`config.mk`:
```
export PLATFORM = sky130hd
export DESIGN_NAME = serial_out_fmt
export DESIGN_NICKNAME = d
export VERILOG_FILES = /design/src/rtl/sof_pkg.sv /design/src/rtl/sof_hold_buf.sv /design/src/rtl/sof_seq.sv /design/src/rtl/sof_lane.sv /design/src/rtl/serial_out_fmt.sv
export SDC_FILE = /design/constraint.sdc
export NUM_CORES = 1
export LEC_CHECK = 0
export BUFFER_PORTS_ARGS = -buffer_cell sky130_fd_sc_hd__buf_2
export CORE_MARGIN = 2
export CORE_UTILIZATION = 44
export DETAILED_ROUTE_END_ITERATION = 16
export PLACE_DENSITY = 0.59
export REMOVE_ABC_BUFFERS = 1
export SETUP_SLACK_MARGIN = 0.4
export SYNTH_ARGS = -nofsm -noshare
export SYNTH_HDL_FRONTEND = slang
export SYNTH_HIERARCHICAL = 1
export SYNTH_SLANG_ARGS = --single-unit
```
`constraint.sdc`:
```
create_clock -name clk -period 3.75 [get_ports clk]
set_input_delay 0.1875 -clock clk [delete_from_list [all_inputs] [get_ports clk]]
set_output_delay 0.1875 -clock clk [all_outputs]
set_load 0.01 [all_outputs]
```
`src/rtl/sof_pkg.sv`:
```
// Shared definitions for the serial output formatter.
// Assumes four serial lines and four component words per parallel input.
package sof_pkg;
    typedef enum logic {
        FMT_PAIR = 1'b0,
        FMT_WIDE = 1'b1
    } fmt_mode_e;

    localparam int NUM_LANES = 4;
    localparam int LANE_IA   = 0;
    localparam int LANE_IB   = 1;
    localparam int LANE_QA   = 2;
    localparam int LANE_QB   = 3;
endpackage

```
`src/rtl/sof_hold_buf.sv`:
```
// One-entry holding register for parallel words.
// A write always wins over a take, so the newest word replaces an older one.
// Assumes that take is raised only while vld is high.
module sof_hold_buf #(
    parameter int DW = 96
) (
    input  logic          clk,
    input  logic          rst_n,
    input  logic          wr,
    input  logic [DW-1:0] wdata,
    input  logic          take,
    output logic          vld,
    output logic [DW-1:0] rdata
);
    // Capture new data, or empty the entry when the sequencer takes it.
    always_ff @(posedge clk) begin
        if (!rst_n) begin
            vld   <= 1'b0;
            rdata <= '0;
        end else if (wr) begin
            vld   <= 1'b1;
            rdata <= wdata;
        end else if (take) begin
            vld   <= 1'b0;
        end
    end
endmodule

```
`src/rtl/sof_seq.sv`:
```
// Word sequencer: counts the bit times of the current word and decides
// when the held word starts. It samples the mode and a clamped word length at
// that point. Assumes MIN_W >= 4, so a word never lasts a single bit time.
module sof_seq
    import sof_pkg::*;
#(
    parameter int MAX_W = 24,
    parameter int MIN_W = 8,
    localparam int LW = $clog2(MAX_W + 1)
) (
    input  logic          clk,
    input  logic          rst_n,
    input  logic          hold_vld,
    input  logic          mode_in,
    input  logic [LW-1:0] len_in,
    output logic          load,
    output logic          busy,
    output logic          first,
    output fmt_mode_e     mode_q,
    output logic [LW-1:0] len_eff,
    output logic [LW-1:0] cnt_q
);
    logic [LW-1:0] steps;
    logic          first_q;

    // Clamp the requested length into the even range MIN_W..MAX_W.
    always_comb begin
        if (len_in < LW'(MIN_W))
            len_eff = LW'(MIN_W);
        else if (len_in > LW'(MAX_W))
            len_eff = LW'(MAX_W);
        else
            len_eff = {len_in[LW-1:1], 1'b0};
        steps = (fmt_mode_e'(mode_in) == FMT_WIDE) ? (len_eff >> 1) : len_eff;
    end

    // Start the held word when idle or on the last bit of the current word.
    assign load  = hold_vld && (cnt_q <= LW'(1));
    assign busy  = (cnt_q != '0);
    assign first = first_q;

    // Count the remaining bit times and sample the mode at word start.
    always_ff @(posedge clk) begin
        if (!rst_n) begin
            cnt_q   <= '0;
            mode_q  <= FMT_PAIR;
            first_q <= 1'b0;
        end else begin
            first_q <= load;
            if (load) begin
                cnt_q  <= steps;
                mode_q <= fmt_mode_e'(mode_in);
            end else if (cnt_q != '0) begin
                cnt_q <= cnt_q - LW'(1);
            end
        end
    end
endmodule

```
`src/rtl/sof_lane.sv`:
```
// Shift register for one component word. On load it left-aligns the
// right-justified input, which drops the bits above the word length. It then
// shifts one or two places per bit time. It shows its two top bits.
module sof_lane #(
    parameter int MAX_W = 24,
    localparam int LW = $clog2(MAX_W + 1)
) (
    input  logic             clk,
    input  logic             rst_n,
    input  logic             load,
    input  logic             shift_en,
    input  logic             shift2,
    input  logic [LW-1:0]    len_eff,
    input  logic [MAX_W-1:0] din,
    output logic [1:0]       top2
);
    logic [MAX_W-1:0] sh_q;

    // Load an aligned word or advance by the per-mode bit count.
    always_ff @(posedge clk) begin
        if (!rst_n) begin
            sh_q <= '0;
        end else if (load) begin
            sh_q <= din << (LW'(MAX_W) - len_eff);
        end else if (shift_en) begin
            sh_q <= shift2 ? (sh_q << 2) : (sh_q << 1);
        end
    end

    assign top2 = sh_q[MAX_W-1:MAX_W-2];
endmodule

```
`src/rtl/serial_out_fmt.sv`:
```
// Dual-mode bit-serial output formatter (top).
// Accepts parallel I/Q words for two narrowband channels or one wideband
// channel and sends them MSB first on four lines with a word-start mark.
// Assumes one bit time per clock and a synchronous active-low reset.
module serial_out_fmt
    import sof_pkg::*;
#(
    parameter int MAX_W = 24,
    parameter int MIN_W = 8,
    localparam int LW = $clog2(MAX_W + 1)
) (
    input  logic             clk,
    input  logic             rst_n,
    input  logic             in_valid,
    input  logic             mode_sel,
    input  logic [LW-1:0]    word_len,
    input  logic [MAX_W-1:0] in_ia,
    input  logic [MAX_W-1:0] in_qa,
    input  logic [MAX_W-1:0] in_ib,
    input  logic [MAX_W-1:0] in_qb,
    output logic [3:0]       ser_line,
    output logic             sync_out
);
    localparam int DW = NUM_LANES * MAX_W;

    logic [DW-1:0]   pack_in;
    logic [DW-1:0]   hold_data;
    logic            hold_vld;
    logic            load;
    logic            busy;
    logic            first;
    fmt_mode_e       mode_q;
    logic [LW-1:0]   len_eff;
    logic [LW-1:0]   cnt_q;
    logic [1:0]      top2 [NUM_LANES];

    assign pack_in = {in_qb, in_qa, in_ib, in_ia};

    sof_hold_buf #(.DW(DW)) u_hold (
        .clk   (clk),
        .rst_n (rst_n),
        .wr    (in_valid),
        .wdata (pack_in),
        .take  (load),
        .vld   (hold_vld),
        .rdata (hold_data)
    );

    sof_seq #(.MAX_W(MAX_W), .MIN_W(MIN_W)) u_seq (
        .clk      (clk),
        .rst_n    (rst_n),
        .hold_vld (hold_vld),
        .mode_in  (mode_sel),
        .len_in   (word_len),
        .load     (load),
        .busy     (busy),
        .first    (first),
        .mode_q   (mode_q),
        .len_eff  (len_eff),
        .cnt_q    (cnt_q)
    );

    for (genvar g = 0; g < NUM_LANES; g++) begin : g_lane
        sof_lane #(.MAX_W(MAX_W)) u_lane (
            .clk      (clk),
            .rst_n    (rst_n),
            .load     (load),
            .shift_en (busy && !load),
            .shift2   (mode_q == FMT_WIDE),
            .len_eff  (len_eff),
            .din      (hold_data[g*MAX_W +: MAX_W]),
            .top2     (top2[g])
        );
    end

    // Map lane bits onto the four lines for the active mode; zero when idle.
    always_comb begin
        ser_line = 4'b0000;
        if (busy) begin
            if (mode_q == FMT_WIDE)
                ser_line = {top2[LANE_QA][0], top2[LANE_QA][1],
                            top2[LANE_IA][0], top2[LANE_IA][1]};
            else
                ser_line = {top2[LANE_QB][1], top2[LANE_QA][1],
                            top2[LANE_IB][1], top2[LANE_IA][1]};
        end
    end

    assign sync_out = first;
endmodule

```
==> summary.md, run 1 <==
| Metric | Value |
|---|---|
| Outcome | finished clean |
| Cells after Synth | 1622 |
| Fin. Hold Viols | 0 |
| Overall routing resource usage | 0.215 |
| DR WL/cell | between 15 and 20 um |
| Initial Util | 0.449 |
| Drt pass-1 iters | 5 |
| Die X | between 150 and 200 um |
| Fin util | 0.512 |
| WS Path Type | primary input to register |
| Gpl congestion | 0.847 |
| Nets | 1841 |
| Antenna Nets Post-Route | 0 |
| Final period util | 0.828 |
| Post-CTS Setup Bufs | 0 |
| First-pass GRT wire length | 63.4 mm |
| Antenna Cells | 0 |
| Cell Area, Placed | about 0.016 mm2 |
| Starting DRT DRC Count | 789 |
| Die area | 0.0358 mm2 |
| Layout cells sized above 1 | 0.210 |
| IR drop worst, VDD | around 0.39 mV |
| CTS tree | yes |
| Clock skew | around 0.0083 ns |
| Vias in the first global route | ~12000 |
| TritonCTS buffer count | 17 |
| Hold crit path type | primary input to register |
| Leak | 6.58 nW |
| Core ar. | about 0.034 mm2 |
| Largest net degree at the start of global routing | 140 |
| Clock buffer depth | 2 |
| Final Max Tran Viols | 0 |
| Root buffer cell | clkbuf_16 |
| Top-level I/O count | 110 |
| Worst slew margin | 0.374 |
| CP Max Fanout | 17 |
| Worst-margin pin slew | 0.932 ns |
| Critical path arrival | between 3 and 4 ns |
| Chip height | 189 um |
| Row Count | 67 |
| Total of warnings raised by yosys | 6 |
| Vias/cell | approximately 5.8 |
| Peak Freq | 322 MHz |
| Final wirelength | 38.2 mm |
| Max-cap violations | 0 |
| CP required | 4.14 ns |
| Initial antenna violation count | 0 |
| Final Worst Setup Slack | 0.643 ns |
| Clk_lat worst skew | roughly 0.45 ns |
| Post-route cell area | 0.0172 mm2 |
| Total clock sinks | 200 |
| H-tree depth | 4 |
| HPWL Detailed | between 20 and 30 mm |
| GRT overflow | 0 |
| Via count | 12702 |
| PwrDens | around 560 mW/mm2 |
| Clock transition at path regs | 0.08 ns |
| Worst Setup End Kind | register |
| Fin crit period | 3.11 ns |
| Final setup viols | 0 |
| Port Buffers | ~110 |
| Post-Synthesis Cell Area | 0.0151 mm2 |
| Critical path startpoint category | primary input |
| Filler cells | 3053 |
| Avg Inst Size Synth | 9.30 um2 |
| Unrepaired setup endpoints after global routing | false |
| DRC violations left | 0 |
| Setup slack at placement | 0.426 ns |
| P&R area growth vs syn | 14.2% |
==> final cells by class <==
cell class / instances / area [um2] / share of cell area
clock buffer: 18 / 429 / 0.0249
multi-input combinational: 1242 / 10100 / 0.589
timing repair buffer: 243 / 1830 / 0.106
tap: 448 / 561 / 0.0326
clock inverter: 14 / 163 / 0.00945
inverter: 25 / 93.8 / 0.00545
sequential: 200 / 4010 / 0.233
==> worst paths after layout <==
path	cells after the start	start	slack, ns	end
setup / recovery	11	word_len[1]	0.64	g_lane[1].u_lane/sh_q[6]$_SDFFE_PN0P_
hold / removal	3	in_ib[19]	0.02	u_hold/rdata[43]$_SDFFE_PN0P_
hold reg to reg	2	g_lane[2].u_lane/sh_q[5]$_SDFFE_PN0P_	0.54	g_lane[2].u_lane/sh_q[5]$_SDFFE_PN0P_
setup reg to reg	9	u_seq/cnt_q[0]$_SDFFE_PN0P_	0.78	g_lane[3].u_lane/sh_q[8]$_SDFFE_PN0P_
==> through the flow <==
| stage | setup TNS (ns) | cells | power, mW | hold slack (ns) |
|---|---|---|---|---|
| floorplan | -238.53 | 1466 | 6.20 | 0.305 |
| global placement | 0 | 2072 | 7.60 | 0.442 |
| detailed placement | 0 | 2072 | 7.66 | 0.451 |
| CTS | 0 | 2189 | 9.65 | 0.000435 |
| global route | 0 | 2190 | 10.4 | 0.00701 |
| finish | 0 | 2190 | 9.65 | 0.0165 |
==> cells in the final DEF (no fill, tap or decap), types with 17 or more instances in the layout <==
| cell | n |
|---|---|
| inv_1 | 17 |
| nor3_1 | 35 |
| o21ai_0 | 62 |
| buf_4 | 47 |
| nor2_1 | 83 |
| mux4_2 | 88 |
| o21a_1 | 19 |
| mux2_2 | 32 |
| dlygate4sd3_1 | 85 |
| mux2i_1 | 267 |
| a21oi_1 | 121 |
| a31oi_1 | 44 |
| nand3_1 | 47 |
| nand2_1 | 120 |
| nor2b_1 | 108 |
| clkbuf_16 | 17 |
| buf_2 | 106 |
| dfxtp_1 | 199 |
==> where the power goes <==
part	switching (mW)	internal (mW)
clock	0.939	0.950
sequential	0.461	2.66
combinational	2.58	2.06
==> flip-flops by register name, indices dropped and copies added (netlist names) <==
register / flops
u_seq/cnt_q: 5
u_hold/rdata: 96
u_seq/first: 1
u_seq/mode_q: 1
u_hold/vld: 1
g_lane.u_lane/sh_q: 96
==> per-layer routing <==
metal,vias up,part of all wire,global-route usage
met3,50,0.037,0.0382
met1,6154,0.47,0.289
met2,248,0.47,0.353
met4,0,0.019,0.0640
met5,-,0,0
li1,6250,-,-
==> what timing repair did <==
item	CTS	global route
setup endpoints to repair	0	2
hold buffers	85	0
gates resized for setup	0	0
hold endpoints to repair	85	0
==> critical path, stage by stage <==
cell	delay (ns)
dlygate4sd3_1	0.53
buf_2	0.11
and2_1	0.19
buf_4	0.30
inv_1	0.07
ha_1	0.72
buf_4	0.28
mux2i_1	0.11
mux4_2	0.53
nor3_1	0.24
o221a_1	0.22
(Power assumes the default switching activity.)
==> run 2: changes to the inputs <==
Settings changed: ABC_AREA set to 1.
Clock period 3.75 ns to 3.1 ns, I/O delays scaled along.
==> summary.md, run 2 <==
| Metric | Value |
|---|---|
| Outcome | finished clean (unchanged) |
| Total clock sinks | 200 (unchanged) |
| Peak Freq | 399 MHz |
| Min Hold Slack | 0.162 ns (was 0.0165 ns) |
| Core ar. | 0.0324 mm2 (was 0.0336 mm2) |
| Reg power frac | 0.308 (was 0.324) |
| Commonest cells after routing, fill and taps aside | nand2_1 (520), nand3_1 (486), nor2_1 (255), dfxtp_1 (199), o21ai_0 (194) (was mux2i_1 (267), dfxtp_1 (199), a21oi_1 (121), nand2_1 (120), nor2b_1 (108)) |
| DRC violations left | 0 (unchanged) |
| GRT busiest layer | met2 (unchanged) |
| Post-CTS Setup Bufs | 0 (unchanged) |
| Layout cells sized above 1 | 0.139 (was 0.210) |
| WS Path Type | register to register (was primary input to register) |
| Largest regs | g_lane.u_lane/sh_q: 96 flops, u_hold/rdata: 96 flops, u_seq/cnt_q: 5 flops (unchanged) |
| Die X | 185 um (was 189 um) |
| Via count | 15258 (was 12702) |
| Top-level I/O count | 110 (unchanged) |
| Clock skew | 0.0133 ns (was 0.00834 ns) |
| Antenna Nets Post-Route | 0 (unchanged) |
| H-tree depth | 4 (unchanged) |
| P&R area growth vs syn | 12.5% (was 14.2%) |
| Final setup viols | 0 (unchanged) |
| Vias in the first global route | 13929 (was 12303) |
| Worst path most repeated cell | inv_1 (was buf_4) |
| R2R cell count | 13 (was 9) |
| Row Count | 66 (was 67) |
| Worst Hold Endpoint | u_seq/cnt_q[1]$_SDFFE_PN0P_ (was u_hold/rdata[43]$_SDFFE_PN0P_) |
| Final wirelength | 41.3 mm (was 38.2 mm) |
| Vias/cell | 5.49 (was 5.80) |
| Logic pwr share | 0.498 (was 0.481) |
| Worst Setup End Kind | register (unchanged) |
| Cells after Synth | 2245 (was 1622) |
| Initial Util | 0.443 (was 0.449) |
| HPWL Detailed | 27.7 mm (was 26.1 mm) |
| Overall routing resource usage | 0.244 (was 0.215) |
| PwrDens | 729 mW/mm2 (was 560 mW/mm2) |
| Post-Synthesis Cell Area | 0.0144 mm2 (was 0.0151 mm2) |
| Final Max Tran Viols | 0 (unchanged) |
| Clock buffer depth | 2 (unchanged) |
| Port Buffers | 108 (unchanged) |
| TritonCTS buffer count | 17 (unchanged) |
| Unrepaired setup endpoints after global routing | true (was false) |
| Hold depth | 5 (was 3) |
| Net switching fraction of the power | 0.454 (was 0.413) |
| Drt pass-1 iters | 7 (was 5) |
| Power Total | 11.8 mW (was 9.65 mW) |
| Chip height | 185 um (was 189 um) |
| Clk_lat worst skew | 0.46 ns (was 0.45 ns) |
| Critical path arrival | 2.85 ns (was 3.50 ns) |
| GRT overflow | 0 (unchanged) |
| Leak | 6.77 nW (was 6.58 nW) |
| Worst Hold Launch | word_len[1] (was in_ib[19]) |
| DR WL/cell | 14.8 um (was 17.4 um) |
| Fin. Hold Viols | 0 (unchanged) |
| RR Endpoint | g_lane[0].u_lane/sh_q[18]$_SDFFE_PN0P_ (was g_lane[3].u_lane/sh_q[8]$_SDFFE_PN0P_) |
| Max-cap violations | 0 (unchanged) |
| Post-route cell area | 0.0161 mm2 (was 0.0172 mm2) |
| First-pass GRT wire length | 68.6 mm (was 63.4 mm) |
| Nets | 2437 (was 1841) |
| Share of power burned in the clock network | 0.195 (was 0.196) |
| GR Layer Usage met2 | 0.395 (was 0.353) |
| Commonest non-fill, non-tap cell in the layout | nand2_1 (was mux2i_1) |
| Worst-margin pin slew | 0.897 ns (was 0.932 ns) |
| Int Pwr | 6.42 mW (was 5.67 mW) |
| IR drop worst, VDD | 0.521 mV (was 0.388 mV) |
| R2R Path Start | u_seq/cnt_q[0]$_SDFFE_PN0P_ (unchanged) |
| Initial antenna violation count | 2 (was 0) |
| Avg Inst Size Synth | 6.39 um2 (was 9.30 um2) |
| Total of warnings raised by yosys | 6 (unchanged) |
| CTS tree | yes (unchanged) |
| GRT met1 Usage | 0.341 (was 0.289) |
| Starting DRT DRC Count | 1096 (was 789) |
| Slowest-stage cell, CP | dfxtp_1 (was ha_1) |
| CP required | 3.45 ns (was 4.14 ns) |
| Clock transition at path regs | 0.08 ns (about the same) |
| Final period util | 0.808 |
| P_sw | 5.35 mW (was 3.98 mW) |
| Slowest stage delay, CP | 0.41 ns (was 0.72 ns) |
| Cell Area, Placed | 0.0146 mm2 (was 0.0158 mm2) |
| Fin crit period | 2.50 ns |
| Hold crit path type | primary input to register (unchanged) |
| R2R setup slack | 0.60 ns (was 0.78 ns) |
| CP Max Fanout | 18 (was 17) |
| Critical Path, Cell by Cell | inv_1, ha_1, nand2_1, nor2_4, inv_1, inv_1, nor2_4, buf_12, inv_1, nor2_1, o211ai_1, o211ai_1, a21oi_1 (was dlygate4sd3_1, buf_2, and2_1, buf_4, inv_1, ha_1, buf_4, mux2i_1, mux4_2, nor3_1, o221a_1) |
| Gpl congestion | 0.890 (was 0.847) |
| Die area | 0.0341 mm2 (was 0.0358 mm2) |
| Root buffer cell | clkbuf_16 (unchanged) |
| Met3 Usage GRT | 0.0306 (was 0.0382) |
| Worst slew margin | 0.402 (was 0.374) |
| Largest net degree at the start of global routing | 105 (was 140) |
| Critical path startpoint category | register (was primary input) |
## run 2: final cells by class
type,count,area (um2)
Fill cell,3444,16200
Multi-Input combinational cell,1781,8900
Sequential cell,200,4010
Timing Repair Buffer,224,1700
Tap cell,442,553
Clock buffer,19,443
Inverter,101,412
Clock inverter,13,135
Antenna cell,1,2.50
## run 2: how the worst max path moves through the flow
stage / startpoint / to / slack, ns / cells after the start
after detailed placement: u_seq/cnt_q[0]$_SDFFE_PN0P_ / g_lane[1].u_lane/sh_q[19]$_SDFFE_PN0P_ / 0.44 / 13
final: u_seq/cnt_q[0]$_SDFFE_PN0P_ / g_lane[0].u_lane/sh_q[18]$_SDFFE_PN0P_ / 0.60 / 13
after floorplan: u_seq/cnt_q[1]$_SDFFE_PN0P_ / g_lane[0].u_lane/sh_q[18]$_SDFFE_PN0P_ / -0.12 / 10
after global placement: u_seq/cnt_q[0]$_SDFFE_PN0P_ / g_lane[1].u_lane/sh_q[19]$_SDFFE_PN0P_ / 0.49 / 13
after global routing: u_seq/cnt_q[0]$_SDFFE_PN0P_ / g_lane[1].u_lane/sh_q[3]$_SDFFE_PN0P_ / 0.39 / 12
after CTS: u_seq/cnt_q[0]$_SDFFE_PN0P_ / g_lane[1].u_lane/sh_q[19]$_SDFFE_PN0P_ / 0.43 / 13
## run 2: routing by layer
metal,vias to the layer above,wire [um]
li1,7740,-
met1,7122,19800
met2,349,19000
met3,45,1660
met4,2,724
met5,-,11
## run 2: power groups by stage
stage                     Sequential (mW)  Clock [mW]  Combinational, mW
final                                3.62        2.29               5.85
after global routing                 3.71        2.45               6.65
after CTS                            3.62        2.35               5.79
after detailed placement             3.67           0               5.68
after global placement               3.66           0               5.61
after floorplan                      3.59           0               4.27
## run 2: critical path: cells and delay by family (launching register included)
family / cells / cell delay (ns)
adder cells (fa/ha/maj): 1 / 0.21
AND/OR/NAND/NOR: 4 / 0.78
buffers and inverters: 5 / 0.66
flip-flops: 1 / 0.41
AO/OA/AOI/OAI: 3 / 0.32
## run 2: repair_timing
| item | 4_1_cts | 5_1_grt |
|---|---|---|
| endpoints found under the hold margin | 98 | 0 |
| endpoints found under the setup margin | 0 | 67 |
| resized for setup | 0 | 4 |
| hold buffers | 97 | 0 |
## run 2: stage by stage
stage | cells | worst slack [ns] | setup TNS [ns] | util
2_1_floorplan | 2082 | -0.118 | -1.40 | -
5_1_grt | 2780 | 0.386 | 0 | 0.499
3_3_place_gp | 2651 | 0.493 | 0 | 0.450
6_report | 2781 | 0.597 | 0 | 0.499
4_1_cts | 2780 | 0.432 | 0 | 0.498
3_5_place_dp | 2651 | 0.444 | 0 | 0.450
